<file path="src/rtl/mmap_pkg.sv">
package mmap_pkg;

   localparam int MAP_AW = 16;
   localparam int NUM_RG = 7;

   typedef enum int {
      RG_ROM  = 0,
      RG_RAM  = 1,
      RG_SND  = 2,
      RG_DISP = 3,
      RG_KEYS = 4,
      RG_GIO  = 5,
      RG_SER  = 6
   } region_e;

   // lowest address of each window
   function automatic logic [MAP_AW-1:0] rg_base(input int g, input bit split);
      case (g)
         RG_ROM:  return 16'h8000;
         RG_RAM:  return 16'h0000;
         RG_SND:  return 16'h7000;
         RG_DISP: return 16'h6000;
         RG_KEYS: return 16'h5000;
         RG_GIO:  return split ? 16'h4800 : 16'h4000;
         default: return 16'h4000;
      endcase
   endfunction

   // log2 of the window size; repeats of short devices follow from it
   function automatic int rg_span(input int g, input bit split);
      case (g)
         RG_ROM:  return 15;
         RG_RAM:  return 14;
         RG_GIO:  return split ? 11 : 12;
         RG_SER:  return 11;
         default: return 12;
      endcase
   endfunction

   // the serial half exists only when the I/O window is split
   function automatic bit rg_exists(input int g, input bit split);
      return (g != RG_SER) || split;
   endfunction

   // only RAM is qualified by the bus clock
   function automatic bit rg_clocked(input int g);
      return g == RG_RAM;
   endfunction

endpackage

</file>
<file path="src/rtl/mmap_window.sv">
module mmap_window #(
   parameter int                 AW        = 16,
   parameter logic [AW-1:0]      BASE      = '0,
   parameter int                 SPAN_LOG2 = 12
) (
   input  logic [AW-1:0] addr,
   output logic          hit
);
   localparam logic [AW-1:0] LOW_ONES = AW'((64'd1 << SPAN_LOG2) - 64'd1);
   localparam logic [AW-1:0] KEEP     = ~LOW_ONES;

   if (SPAN_LOG2 < 0 || SPAN_LOG2 > AW) begin : g_bad_span
      $error("mmap_window: span outside address width");
   end
   if ((BASE & LOW_ONES) != '0) begin : g_bad_base
      $error("mmap_window: base not aligned to span");
   end

   assign hit = ((addr ^ BASE) & KEEP) == '0;

   always_comb begin
      if (hit) AST_HIT_ALIGNED: assert ((addr & KEEP) == BASE);
   end
endmodule

</file>
<file path="src/rtl/mmap_cs_drive.sv">
module mmap_cs_drive (
   input  logic hit,
   input  logic en,
   input  logic qual,
   output logic cs_n
);
   assign cs_n = ~(hit & en & qual);

   always_comb begin
      if (!cs_n) AST_CS_NEEDS_HIT: assert (hit && en);
   end
endmodule

</file>
<file path="src/rtl/mmap_claim.sv">
module mmap_claim #(
   parameter int N = 7
) (
   input  logic [N-1:0] hit,
   input  logic [N-1:0] fitted,
   output logic         unmapped
);
   logic [N-1:0] owned;
   assign owned    = hit & fitted;
   assign unmapped = (owned == '0);

   always_comb begin
      AST_SINGLE_OWNER: assert ($onehot0(owned));
   end
endmodule

</file>
<file path="src/rtl/mmap_decoder.sv">
module mmap_decoder
   import mmap_pkg::*;
#(
   parameter int              ADDR_W    = MAP_AW,
   parameter bit              SPLIT_IO  = 1'b1,
   parameter logic [NUM_RG-1:0] POPULATED = '1
) (
   input  logic [ADDR_W-1:0] addr,
   input  logic              phi2,
   output logic              rom_cs_n,
   output logic              ram_cs_n,
   output logic              snd_cs_n,
   output logic              disp_cs_n,
   output logic              keys_cs_n,
   output logic              gio_cs_n,
   output logic              ser_cs_n,
   output logic              unmapped
);
   if (ADDR_W != MAP_AW) begin : g_bad_width
      $error("mmap_decoder: map constants assume a 16-bit bus");
   end

   logic [NUM_RG-1:0] win_hit;
   logic [NUM_RG-1:0] fitted;
   logic [NUM_RG-1:0] cs_n_vec;

   for (genvar g = 0; g < NUM_RG; g++) begin : g_rg
      logic qual;

      mmap_window #(
         .AW        (ADDR_W),
         .BASE      (rg_base(g, SPLIT_IO)),
         .SPAN_LOG2 (rg_span(g, SPLIT_IO))
      ) u_win (
         .addr (addr),
         .hit  (win_hit[g])
      );

      assign fitted[g] = POPULATED[g] & rg_exists(g, SPLIT_IO);

      if (rg_clocked(g)) begin : g_qual
         assign qual = phi2;
      end else begin : g_free
         assign qual = 1'b1;
      end

      mmap_cs_drive u_drv (
         .hit  (win_hit[g] & rg_exists(g, SPLIT_IO)),
         .en   (fitted[g]),
         .qual (qual),
         .cs_n (cs_n_vec[g])
      );
   end

   mmap_claim #(.N(NUM_RG)) u_claim (
      .hit      (win_hit),
      .fitted   (fitted),
      .unmapped (unmapped)
   );

   assign rom_cs_n  = cs_n_vec[RG_ROM];
   assign ram_cs_n  = cs_n_vec[RG_RAM];
   assign snd_cs_n  = cs_n_vec[RG_SND];
   assign disp_cs_n = cs_n_vec[RG_DISP];
   assign keys_cs_n = cs_n_vec[RG_KEYS];
   assign gio_cs_n  = cs_n_vec[RG_GIO];
   assign ser_cs_n  = cs_n_vec[RG_SER];

   always_comb begin
      AST_AT_MOST_ONE_CS: assert ($onehot0(~cs_n_vec));
      if (!ram_cs_n) AST_RAM_IN_PHASE2: assert (phi2);
      if (!ram_cs_n) AST_RAM_LOW_QUARTER: assert (addr[15:14] == 2'b00);
      if (!rom_cs_n) AST_ROM_UPPER_HALF: assert (addr[15]);
      if (!snd_cs_n) AST_SND_WINDOW: assert (addr[15:12] == 4'h7);
      if (!ser_cs_n) AST_SER_LOW_HALF: assert (addr[15:11] == 5'b01000);
      if (unmapped) AST_UNMAPPED_QUIET: assert (&cs_n_vec);
      if (!SPLIT_IO) AST_MERGED_NO_SER: assert (ser_cs_n);
   end
endmodule

</file>
<file path="config.mk">
export PLATFORM = sky130hd
export DESIGN_NAME = mmap_decoder
export DESIGN_NICKNAME = d
export VERILOG_FILES = /design/src/rtl/mmap_pkg.sv /design/src/rtl/mmap_window.sv /design/src/rtl/mmap_cs_drive.sv /design/src/rtl/mmap_claim.sv /design/src/rtl/mmap_decoder.sv
export SDC_FILE = /design/constraint.sdc
export NUM_CORES = 1
export LEC_CHECK = 0
export ABC_AREA = 0
export BUFFER_PORTS_ARGS = -buffer_cell sky130_fd_sc_hd__clkbuf_2
export CAP_MARGIN = 20
export CORE_AREA = 2 2 39 41
export DETAILED_ROUTE_END_ITERATION = 6
export DIE_AREA = 0 0 41 43
export PLACE_DENSITY = 0.3
export SLEW_MARGIN = 10
export SYNTH_ARGS = -nofsm -noshare
export SYNTH_HDL_FRONTEND = slang
export SYNTH_SLANG_ARGS = --single-unit
</file>
<file path="constraint.sdc">
create_clock -name vclk -period 0.8
set_clock_uncertainty 0.15 [all_clocks]
set_input_delay 0.16 -clock vclk [all_inputs]
set_output_delay 0.16 -clock vclk [all_outputs]
set_load 0.1 [all_outputs]
</file>
Word-level counts from Yosys, hierarchy flattened:

Index checks and enable logic that the tools add are counted.

* register bits after elaboration: 0
* input bits: 17
* logic and storage cells: 22

* bitwise operators: 14
* reduce and logical (&&, ||, !) cells: 8

Operator list (number)
* $logic_not 16->1: 7
* $not 1->1: 9
* $logic_not 7->1: 1
* $not 2->2: 3
* $not 3->3: 1
* $and 1x1->1: 1

Logic depth before layout (Yosys ltp):

Gate-level depths: netlist of run 1.

* word-level depth: 3
* gate-level depth with buffers: 2

By module:

A second synthesis of run 1 with hierarchy kept.

* cells, all modules: 21
* area, all modules: 142.6 µm²

By module, submodules not included
* mmap_cs_drive: instances 7, cells each 1, area an instance 5.0 µm², sequential area each 0.0 µm²
* mmap_claim: instances 1, cells each 4, area an instance 31.3 µm², sequential area each 0.0 µm²
* mmap_window (g_rg[3].u_win ...): instances 2, cells each 1, area an instance 12.5 µm², sequential area each 0.0 µm²
* mmap_window (g_rg[5].u_win): instances 1, cells each 2, area an instance 13.8 µm², sequential area each 0.0 µm²
* mmap_window (g_rg[6].u_win): instances 1, cells each 2, area an instance 12.5 µm², sequential area each 0.0 µm²
* mmap_window (g_rg[2].u_win): instances 1, cells each 1, area an instance 10.0 µm², sequential area each 0.0 µm²
* mmap_window (g_rg[0].u_win): instances 1, cells each 1, area an instance 7.5 µm², sequential area each 0.0 µm²
* mmap_decoder: instances 1, cells each 1, area an instance 3.8 µm², sequential area each 0.0 µm²
* mmap_window (g_rg[1].u_win): instances 1, cells each 1, area an instance 3.8 µm², sequential area each 0.0 µm²

Worst setup path before layout of run 1:

Ideal clock, no wire load.

* path type: input port to output port
* start point: in addr[14]
* end point: out snd_cs_n
* arrival time: 1.062 ns
* data required time: 0.490 ns
* setup slack: -0.572 ns
* stages on the path: 2
* cell sequence: nor2b_4 -> nand3_1

* longest elaborated chain between the ends: 3

Ends and longest elaborated chain
* from (decl): RTL line mmap_decoder.sv:8 `input logic [ADDR_W-1:0] addr,`
* $not 3->3 (no line)
* $logic_not 16->1: RTL line mmap_window.sv:19 `assign hit = ((addr ^ BASE) & KEEP) == '0;`
* $not 1->1: RTL line mmap_cs_drive.sv:7 `assign cs_n = ~(hit & en & qual);`
* to (decl): RTL line mmap_decoder.sv:12 `output logic snd_cs_n,`

Every way passes these cells.

Worst setup path in the final report of run 1:

* start point: in addr[15]
* end point: out gio_cs_n

* longest elaborated chain between the ends: 2

Ends and longest elaborated chain
* $logic_not 16->1: RTL line mmap_window.sv:19
* $not 1->1: RTL line mmap_cs_drive.sv:7
* to (decl): RTL line mmap_decoder.sv:15 `output logic gio_cs_n,`

Every way passes these cells.

==> results of run 1 <==
-- worst max path at each step --
stage                     startpoint         to  slack, ns  cells past startpoint
after floorplan             addr[14]   snd_cs_n      -0.57                      2
after global placement      addr[15]   gio_cs_n      -0.30                      4
after detailed placement    addr[15]  disp_cs_n      -0.29                      4
after CTS                   addr[14]   gio_cs_n      -0.28                      4
after global routing        addr[15]   gio_cs_n      -0.31                      4
final                       addr[15]   gio_cs_n      -0.27                      4
-- area by class of cell --
cell class                 count  area [µm²]
fill                         139        1030
timing repair buffer          18         249
multi-input combinational     10        76.3
tap                           16        20.0
inverter                       1        7.51
-- stage by stage --
step / TNS, ns / worst slack, ns / std cells / instance area (µm²)
after global placement: -1.89 / -0.304 / 43 / 292
after global routing: -2.04 / -0.313 / 45 / 353
after detailed placement: -1.86 / -0.293 / 43 / 292
after floorplan: -2.88 / -0.572 / 12 / 86.3
after CTS: -1.77 / -0.284 / 44 / 344
final: -1.81 / -0.273 / 45 / 353
-- critical path, stage by stage --
cell,delay (ns)
sky130_fd_sc_hd__clkbuf_16,0.12
sky130_fd_sc_hd__nor2b_4,0.14
sky130_fd_sc_hd__nand3_1,0.14
sky130_fd_sc_hd__buf_12,0.19
-- cell usage after synthesis --
cell	n
sky130_fd_sc_hd__conb_1	1
sky130_fd_sc_hd__nand2_1	1
sky130_fd_sc_hd__nor2b_4	1
sky130_fd_sc_hd__nor2_1	2
sky130_fd_sc_hd__nand3b_1	3
sky130_fd_sc_hd__buf_4	1
sky130_fd_sc_hd__inv_1	1
sky130_fd_sc_hd__nand3_1	2
-- where the power goes --
| group | switching [mW] | leakage, nW | internal [mW] |
|---|---|---|---|
| Sequential | 0 | 0 | 0 |
| Clock | 0 | 0 | 0 |
| Combinational | 0.136 | 0.164 | 0.0966 |
-- what timing repair did --
action,4_1_cts,5_1_grt
endpoints found under the hold margin,0,0
endpoints found under the setup margin,7,7
setup buffers,1,1
gates resized for setup,7,1
pin swaps,3,1
-- cells by family (layout without fill, tap and decap cells) --
family | after synthesis | in the layout | synth area share [%]
buffers and inverters | 2 | 19 | 15.5
other | 1 | 1 | 5.17
and+or+nand+nor | 9 | 9 | 79.3
-- routing by layer --
layer | global-route usage, % | vias up
li1 | - | 71
met2 | 4.06 | 14
met1 | 8.54 | 56
met3 | 1.57 | 0
met5 | 0 | -
met4 | 0 | 0
==> qor.yml, run 1 <==
routing:
  first_iter_violations: 2
  detailroute.wirelength.met3_um: 65
  top_signal_layer_used: "met3"
  detailed_route_wirelength_on_metal2_um: 96
  num_vias: 141
  detailedRoute.firstPassIterationCount: 2
  drtAntennaViolNets: 0
  routed_wire_length_per_instance_um: 7.20
  postRouteWirelength_um: 324
  drc: 0
  met1_wirelength_um: 162
  vias_per_cell: 3.13
placement:
  place.port_buffers: 13
  finalWeightedCongestion: 0.598
cells_and_area:
  sequential_cell_area_um2: 0
  layout.sequential_cells: 0
  area.growth.synth_to_final_pct: 386
  share_of_cells_above_drive_strength_1_pct: 75.9
  postLayoutCoreUtil_pct: 25.5
  mostFrequentLayoutCell: "sky130_fd_sc_hd__buf_12"
  layout.cells.most_common_list: "7 x sky130_fd_sc_hd__buf_12, 4 x sky130_fd_sc_hd__clkbuf_2, 3 x sky130_fd_sc_hd__nand3b_1, 3 x sky130_fd_sc_hd__buf_6"
  num-clock-buffers: 0
  insertedDiodeCount: 0
  fin_nets: 48
floorplan:
  starting_utilization_of_the_core_area_pct: 5.24
  design.die.area_mm2: 0.00176
  io-pin-count: 25
  dieWidth_um: 41
  design.core.area_mm2: 0.00138
  fp.dieH_um: 43
  site_rows: 14
power_and_ir_drop:
  power_density_mw_per_mm2: 661
  power.ir.vdd_worst_mv: 0.287
  p_total_mw: 0.233
  total_leakage_power_nw: 0.164
worst_setup_path:
  timing.critical_path.from_type: "primary input"
  critical_path_class: "primary input to primary output"
  setup.worst_path.end_class: "primary output"
  cp.arrival_ns: 0.76
  timing.critical_path.fanout_max: 5
  required_time_of_the_critical_path_ns: 0.49
logic_synthesis:
  mappedNetlistArea_um2: 72.6
  synth_fp_nets: 29
  synthesis.area_per_instance_um2: 6.05
  yosys_warnings: 0
  ys_types: 8
  synth_top_cells_by_area: "sky130_fd_sc_hd__nand3b_1 31%, sky130_fd_sc_hd__nor2b_4 19%, sky130_fd_sc_hd__nand3_1 14%, sky130_fd_sc_hd__buf_4 10%, sky130_fd_sc_hd__nor2_1 10%"
  synth_top_cell_by_area: "sky130_fd_sc_hd__nand3b_1"
  synth.yosys.seq_area_share_pct: 0
  postSynthCellCount: 12
  area_fraction_of_the_dominant_cell_type_after_synthesis_pct: 31.0
hold_path:
  whs_endpoint: "ram_cs_n"
  min-delay-path-class: "primary input to primary output"
  min_delay_path_depth: 3
  worstHoldStart: "phi2"
timing:
  maxSlewViolCount: 0
  timing.fmax_mhz: 932
  setup_ws_ns: -0.273
  final_hold_viol_count: 0
  period_needed_ns: 1.07
  finalSetupViolations: 7
  hold_ws_ns: 0.477
  rsz0062_at_grt: "yes"
  final.period_utilization_pct: 134
outcome:
  status: "finished with violations"
  failed_checks: "negative setup slack"
global_routing:
  globalRoute.totalOverflow: 0
  maximum_number_of_pins_on_one_net_before_global_route_repair: 6
  initial_antenna_violation_count: 0
  via_count_of_the_first_global_routing_pass: 118
  track_usage_pct: 4.30
  grt_pass1_wl_um: 565
clocking:
  post_cts_hold_buffer_count: 0
job:
  cap_viol_max_count: 0
Note: power is estimated with default switching activity, not from simulation.
==> inputs of run 2 (changes only) <==
--- a/config.mk
+++ b/config.mk
@@ -11,8 +11,9 @@
 export CORE_AREA = 2 2 39 41
 export DETAILED_ROUTE_END_ITERATION = 6
 export DIE_AREA = 0 0 41 43
-export PLACE_DENSITY = 0.3
-export SLEW_MARGIN = 10
+export PLACE_DENSITY = 0.35
+export SLEW_MARGIN = 20
 export SYNTH_ARGS = -nofsm -noshare
 export SYNTH_HDL_FRONTEND = slang
+export SYNTH_HIERARCHICAL = 1
 export SYNTH_SLANG_ARGS = --single-unit
==> constraint.sdc (replaced) <==
create_clock -name vclk -period 1.2
set_clock_uncertainty 0.15 [all_clocks]
set_input_delay 0.24 -clock vclk [all_inputs]
set_output_delay 0.24 -clock vclk [all_outputs]
set_load 0.1 [all_outputs]
==> run 2 against run 1 <==
Against the previous run:
- the flow still finishes with violations (negative setup slack)
- die area stayed put
- via count is 100% higher
- largest cell class unchanged
- design area is 80% higher
==> qor.yml, run 2 <==
worst_setup_path:
  critical_path_class: "primary input to primary output"
  setup.worst_path.end_class: "primary output"
  required_time_of_the_critical_path_ns: 0.81  # +0.32 ns
  timing.critical_path.from_type: "primary input"
  timing.critical_path.fanout_max: 5  # unchanged
  cp.arrival_ns: 1.23  # +0.47 ns
cells_and_area:
  insertedDiodeCount: 0  # unchanged
  area.growth.synth_to_final_pct: 346
  sequential_cell_area_um2: 0  # unchanged
  post_layout_nonfiller_instances: 78  # +73%
  share_of_cells_above_drive_strength_1_pct: 56.5  # -19 points
  fin_nets: 81  # +69%
  multiInputGateArea_um2: 300  # +290%
  layout.cells.most_common_list: "20 x sky130_fd_sc_hd__conb_1, 8 x sky130_fd_sc_hd__buf_12, 6 x sky130_fd_sc_hd__nand3_4, 5 x sky130_fd_sc_hd__buf_4, 5 x sky130_fd_sc_hd__buf_6"
  layout.sequential_cells: 0  # unchanged
  mostFrequentLayoutCell: "sky130_fd_sc_hd__conb_1"
  num-clock-buffers: 0  # unchanged
  layout.filler_cells: 135  # -2.9%
timing:
  finalSetupViolations: 7  # unchanged
  rsz0062_at_grt: "yes"
  totalNegativeSetupSlack_ns: -1.92  # -0.110 ns
  period_needed_ns: 1.62
  maxSlewViolCount: 0  # unchanged
  timing.fmax_mhz: 616
  setup_ws_ns: -0.424  # -0.151 ns
  final_hold_viol_count: 0  # unchanged
  final.period_utilization_pct: 135
hold_path:
  worstHoldStart: "phi2"
  min_delay_path_depth: 3  # unchanged
  whs_endpoint: "ram_cs_n"
  min-delay-path-class: "primary input to primary output"
logic_synthesis:
  synth_top_cell_by_area: "sky130_fd_sc_hd__nand3_1"
  synth.cells.most_frequent: "7 x sky130_fd_sc_hd__nand3_1, 2 x sky130_fd_sc_hd__a22oi_1, 2 x sky130_fd_sc_hd__and4b_1, 2 x sky130_fd_sc_hd__and4bb_2, 2 x sky130_fd_sc_hd__nor2_1"
  synth_top_cells_by_area: "sky130_fd_sc_hd__nand3_1 25%, sky130_fd_sc_hd__and4bb_2 18%, sky130_fd_sc_hd__and4b_1 14%, sky130_fd_sc_hd__a22oi_1 11%, sky130_fd_sc_hd__a222oi_1 7.0%"
  ys_types: 11  # +3
  mappedNetlistArea_um2: 143  # +97%
  yosys_warnings: 6  # +6
  synthesis.area_per_instance_um2: 6.79  # +12%
  area_fraction_of_the_dominant_cell_type_after_synthesis_pct: 24.6  # -6.5 points
  synth.yosys.seq_area_share_pct: 0  # unchanged
  synth_most_common_cell: "sky130_fd_sc_hd__nand3_1"
  postSynthCellCount: 21  # +9
routing:
  routed_wire_length_per_instance_um: 6.38  # -11%
  postRouteWirelength_um: 498  # +54%
  drtAntennaViolNets: 0  # unchanged
  vias_per_cell: 3.62  # +15%
  num_vias: 282  # +100%
  detailedRoute.firstPassIterationCount: 4  # +2
  drc: 0  # unchanged
  first_iter_violations: 6  # +4
outcome:
  failed_checks: "negative setup slack"
  status: "finished with violations"
global_routing:
  maximum_number_of_pins_on_one_net_before_global_route_repair: 7  # +1
  track_usage_pct: 7.69  # +3.4 points
  grt_pass1_wl_um: 1020  # +81%
  globalRoute.totalOverflow: 0  # unchanged
  initial_antenna_violation_count: 0  # unchanged
  via_count_of_the_first_global_routing_pass: 289  # +140%
floorplan:
  starting_utilization_of_the_core_area_pct: 10.3  # +5.1 points
  io-pin-count: 25  # unchanged
  fp.dieH_um: 43  # unchanged
  design.core.area_mm2: 0.00138  # unchanged
  design.die.area_mm2: 0.00176  # unchanged
  dieWidth_um: 41  # unchanged
  site_rows: 14  # unchanged
placement:
  dp.final_hpwl_um: 453
  finalWeightedCongestion: 0.577  # -3.5%
  place.port_buffers: 14  # +1
  placed_cells: 77  # +79%
power_and_ir_drop:
  power_density_mw_per_mm2: 286  # -57%
  power.ir.vdd_worst_mv: 0.110  # -61%
  total_leakage_power_nw: 0.284  # +73%
job:
  cap_viol_max_count: 0  # unchanged
-- run 2: cell count changes after synthesis --
| cell | before | now |
|---|---|---|
| sky130_fd_sc_hd__nand2_1 | 1 | 0 |
| sky130_fd_sc_hd__and4bb_2 | 0 | 2 |
| sky130_fd_sc_hd__and3_1 | 0 | 1 |
| sky130_fd_sc_hd__nand3_1 | 2 | 7 |
| sky130_fd_sc_hd__inv_1 | 1 | 0 |
| sky130_fd_sc_hd__a22oi_1 | 0 | 2 |
| sky130_fd_sc_hd__and4b_1 | 0 | 2 |
| sky130_fd_sc_hd__nand3b_1 | 3 | 0 |
| sky130_fd_sc_hd__and2_1 | 0 | 1 |
| sky130_fd_sc_hd__nor2b_4 | 1 | 0 |
| sky130_fd_sc_hd__nor4_1 | 0 | 1 |
| sky130_fd_sc_hd__a222oi_1 | 0 | 1 |
-- run 2: logic make-up (layout without fill, tap and decap cells) --
group	Yosys count	count (layout)	share of synthesized area, %
other	1	20	2.63
and+or+nand+nor	16	16	74.6
AOI/OAI and AO/OA	3	3	17.5
buffers and inverters	1	23	5.27
-- run 2: area by class of cell --
type / count / area share, %
multi-input cells: 39 / 47.2
repair buffers: 23 / 49.7
well taps: 16 / 3.14
-- run 2: per-layer routing --
metal	vias up	track usage, %	wire [µm]
met5	-	0	0
met3	0	0	18
li1	150	-	-
met1	126	9.49	163
met2	6	14.7	315
met4	0	0	0
-- run 2: report_power, final --
group | internal [mW] | switching [mW] | total (mW)
combinational | 0.0802 | 0.102 | 0.182
clock | 0 | 0 | 0
sequential | 0 | 0 | 0
-- run 2: through the flow --
| step | setup slack [ns] | area, µm² | utilization [%] | total power, mW | hold slack [ns] |
|---|---|---|---|---|---|
| CTS | -0.481 | 636 | 45.9 | 0.181 | 0.680 |
| floorplan | -0.276 | 299 | - | 0.0989 | 0.575 |
| global route | -0.504 | 637 | 46.0 | 0.194 | 0.691 |
| global placement | -0.523 | 562 | 40.6 | 0.160 | 0.677 |
| finish | -0.424 | 637 | 46.0 | 0.182 | 0.675 |
| detailed placement | -0.529 | 562 | 40.6 | 0.161 | 0.678 |
-- run 2: what timing repair did --
item	4_1_cts	5_1_grt
setup buffers	4	1
hold buffers	0	0
resized for setup	9	5
pin swaps	7	4
endpoints found under the setup margin	7	7
-- run 2: worst max path at each step --
stage,cells after the start,slack (ns),start,end
6_report,6,-0.42,addr[12],unmapped
5_1_grt,5,-0.50,addr[15],unmapped
4_1_cts,6,-0.48,addr[13],unmapped
3_5_place_dp,6,-0.53,addr[15],unmapped
3_3_place_gp,6,-0.52,addr[15],unmapped
2_1_floorplan,3,-0.28,addr[15],unmapped
-- run 2: worst max-delay path: stages --
cell and delay, ns:
sky130_fd_sc_hd__clkbuf_8 0.12, sky130_fd_sc_hd__nor4_2 0.26, sky130_fd_sc_hd__and2_4 0.18, sky130_fd_sc_hd__a222oi_1 0.08, sky130_fd_sc_hd__and3_4 0.20, sky130_fd_sc_hd__buf_12 0.16
==> inputs of run 3 (changes only) <==
--- a/config.mk
+++ b/config.mk
@@ -17,3 +17,4 @@
 export SYNTH_HDL_FRONTEND = slang
 export SYNTH_HIERARCHICAL = 1
 export SYNTH_SLANG_ARGS = --single-unit
+export TNS_END_PERCENT = 10
==> run 3 against run 2 <==
Against the previous run:
- the run still ends with negative setup slack left
- flip-flop and latch count is the same
- count of clock-buffer cells in the layout is the same
- die area is the same
- critical path depth shrank 1
- highest routed layer unchanged
==> qor.yml, run 3 (synthesis results as in run 2) <==
outcome:
  status: "finished with violations"
  failed_checks: "negative setup slack"
floorplan:
  starting_utilization_of_the_core_area_pct: 10.3  # unchanged
  design.die.area_mm2: 0.00176  # unchanged
  site_rows: 14  # unchanged
  design.core.area_mm2: 0.00138  # unchanged
  dieWidth_um: 41  # unchanged
  io-pin-count: 25  # unchanged
  fp.dieH_um: 43  # unchanged
placement:
  dp.final_hpwl_um: 429  # -5.3%
  finalWeightedCongestion: 0.743  # +29%
  place.port_buffers: 14  # unchanged
  placed_cells: 76  # -1.3%
timing:
  setup_ws_ns: -0.408  # +0.0158 ns
  hold_ws_ns: 0.673  # -0.00241 ns
  period_needed_ns: 1.61  # -0.0158 ns
  final.period_utilization_pct: 134  # -1.3 points
  rsz0062_at_grt: "yes"
  timing.fmax_mhz: 622  # +0.98%
  finalSetupViolations: 7  # unchanged
  final_hold_viol_count: 0  # unchanged
  maxSlewViolCount: 0  # unchanged
routing:
  num_vias: 275  # -2.5%
  drtAntennaViolNets: 0  # unchanged
  routed_wire_length_per_instance_um: 6.92  # +8.4%
  postRouteWirelength_um: 533  # +7.0%
  drc: 0  # unchanged
  vias_per_cell: 3.57  # -1.2%
  detailedRoute.firstPassIterationCount: 4  # unchanged
  first_iter_violations: 7  # +1
power_and_ir_drop:
  power.ir.vdd_worst_mv: 0.146  # +32%
  p_total_mw: 0.180  # -1.3%
  power_density_mw_per_mm2: 284  # -0.92%
  total_leakage_power_nw: 0.282  # -0.71%
cells_and_area:
  insertedDiodeCount: 0  # unchanged
  area.growth.synth_to_final_pct: 345
  layout.cells.most_common_list: "20 x sky130_fd_sc_hd__conb_1, 8 x sky130_fd_sc_hd__buf_12, 6 x sky130_fd_sc_hd__buf_6, 5 x sky130_fd_sc_hd__nand3_4, 3 x sky130_fd_sc_hd__clkbuf_8"
  sequential_cell_area_um2: 0  # unchanged
  layout.sequential_cells: 0  # unchanged
  mostFrequentLayoutCell: "sky130_fd_sc_hd__conb_1"
  post_layout_nonfiller_instances: 77  # -1.3%
  num-clock-buffers: 0  # unchanged
  fin_nets: 80  # -1.2%
  share_of_cells_above_drive_strength_1_pct: 57.4  # +0.93 points
hold_path:
  min-delay-path-class: "primary input to primary output"
worst_setup_path:
  critical_path_class: "primary input to primary output"
  slowest_delay_ns: 0.32  # +0.06 ns
  required_time_of_the_critical_path_ns: 0.81  # about the same
  timing.critical_path.from_type: "primary input"
  setup.worst_path.end_class: "primary output"
  worst_path_max_delay_cell: "sky130_fd_sc_hd__a222oi_1"
  timing.critical_path.cells: "clkbuf_16 > buf_6 > a222oi_1 > and3_4 > buf_12"
  cp.arrival_ns: 1.22  # about the same
  timing.critical_path.fanout_max: 6  # +1
global_routing:
  via_count_of_the_first_global_routing_pass: 241  # -17%
  globalRoute.totalOverflow: 0  # unchanged
  grt_pass1_wl_um: 938  # -8.1%
  initial_antenna_violation_count: 0  # unchanged
  track_usage_pct: 6.99  # -0.70 points
  maximum_number_of_pins_on_one_net_before_global_route_repair: 7  # unchanged
job:
  cap_viol_max_count: 0  # unchanged
-- run 3: path summary, 6_finish.rpt --
| path | startpoint | end | slack, ns | cells past startpoint |
|---|---|---|---|---|
| worst max-delay path | addr[15] | unmapped | -0.41 | 5 |
| worst min-delay path | phi2 | ram_cs_n | 0.67 | 3 |
-- run 3: per-layer routing --
layer | vias to the layer above | track usage (%) | share of wire (%)
li1 | 147 | - | -
met1 | 124 | 8.86 | 36
met2 | 4 | 13.1 | 61
met3 | 0 | 0 | 2.8
met4 | 0 | 0 | 0
met5 | - | 0 | 0
-- run 3: final cells by class --
| cell class | instances | area (µm²) |
|---|---|---|
| fill | 137 | 749 |
| multi-input combinational | 39 | 295 |
| tap | 16 | 20.0 |
| timing repair buffer | 22 | 319 |
-- run 3: repair_timing --
action / CTS / global route
resized for setup: 17 / 2
setup endpoints to repair: 7 / 7
hold buffers: 0 / 0
pin swaps: 12 / 2
buffers inserted: 1 / 0
-- run 3: worst max-delay path, delay by kind of cell --
| kind | cells | cell delay (ns) |
|---|---|---|
| AO/OA/AOI/OAI | 1 | 0.32 |
| buffers and inverters | 3 | 0.41 |
| AND/OR/NAND/NOR | 1 | 0.24 |
-- run 3: power breakdown --
group          switching, mW  internal, mW
clock network              0             0
registers                  0             0
logic                  0.102        0.0781
-- run 3: metrics by stage --
stage	util, %	instance area (µm²)	setup WS, ns	setup TNS (ns)
global route	45.8	634	-0.476	-1.99
global placement	36.8	509	-0.438	-1.90
detailed placement	36.8	509	-0.484	-1.97
finish	45.8	634	-0.408	-1.69
floorplan	-	254	-0.284	-1.30
CTS	45.3	627	-0.451	-1.75
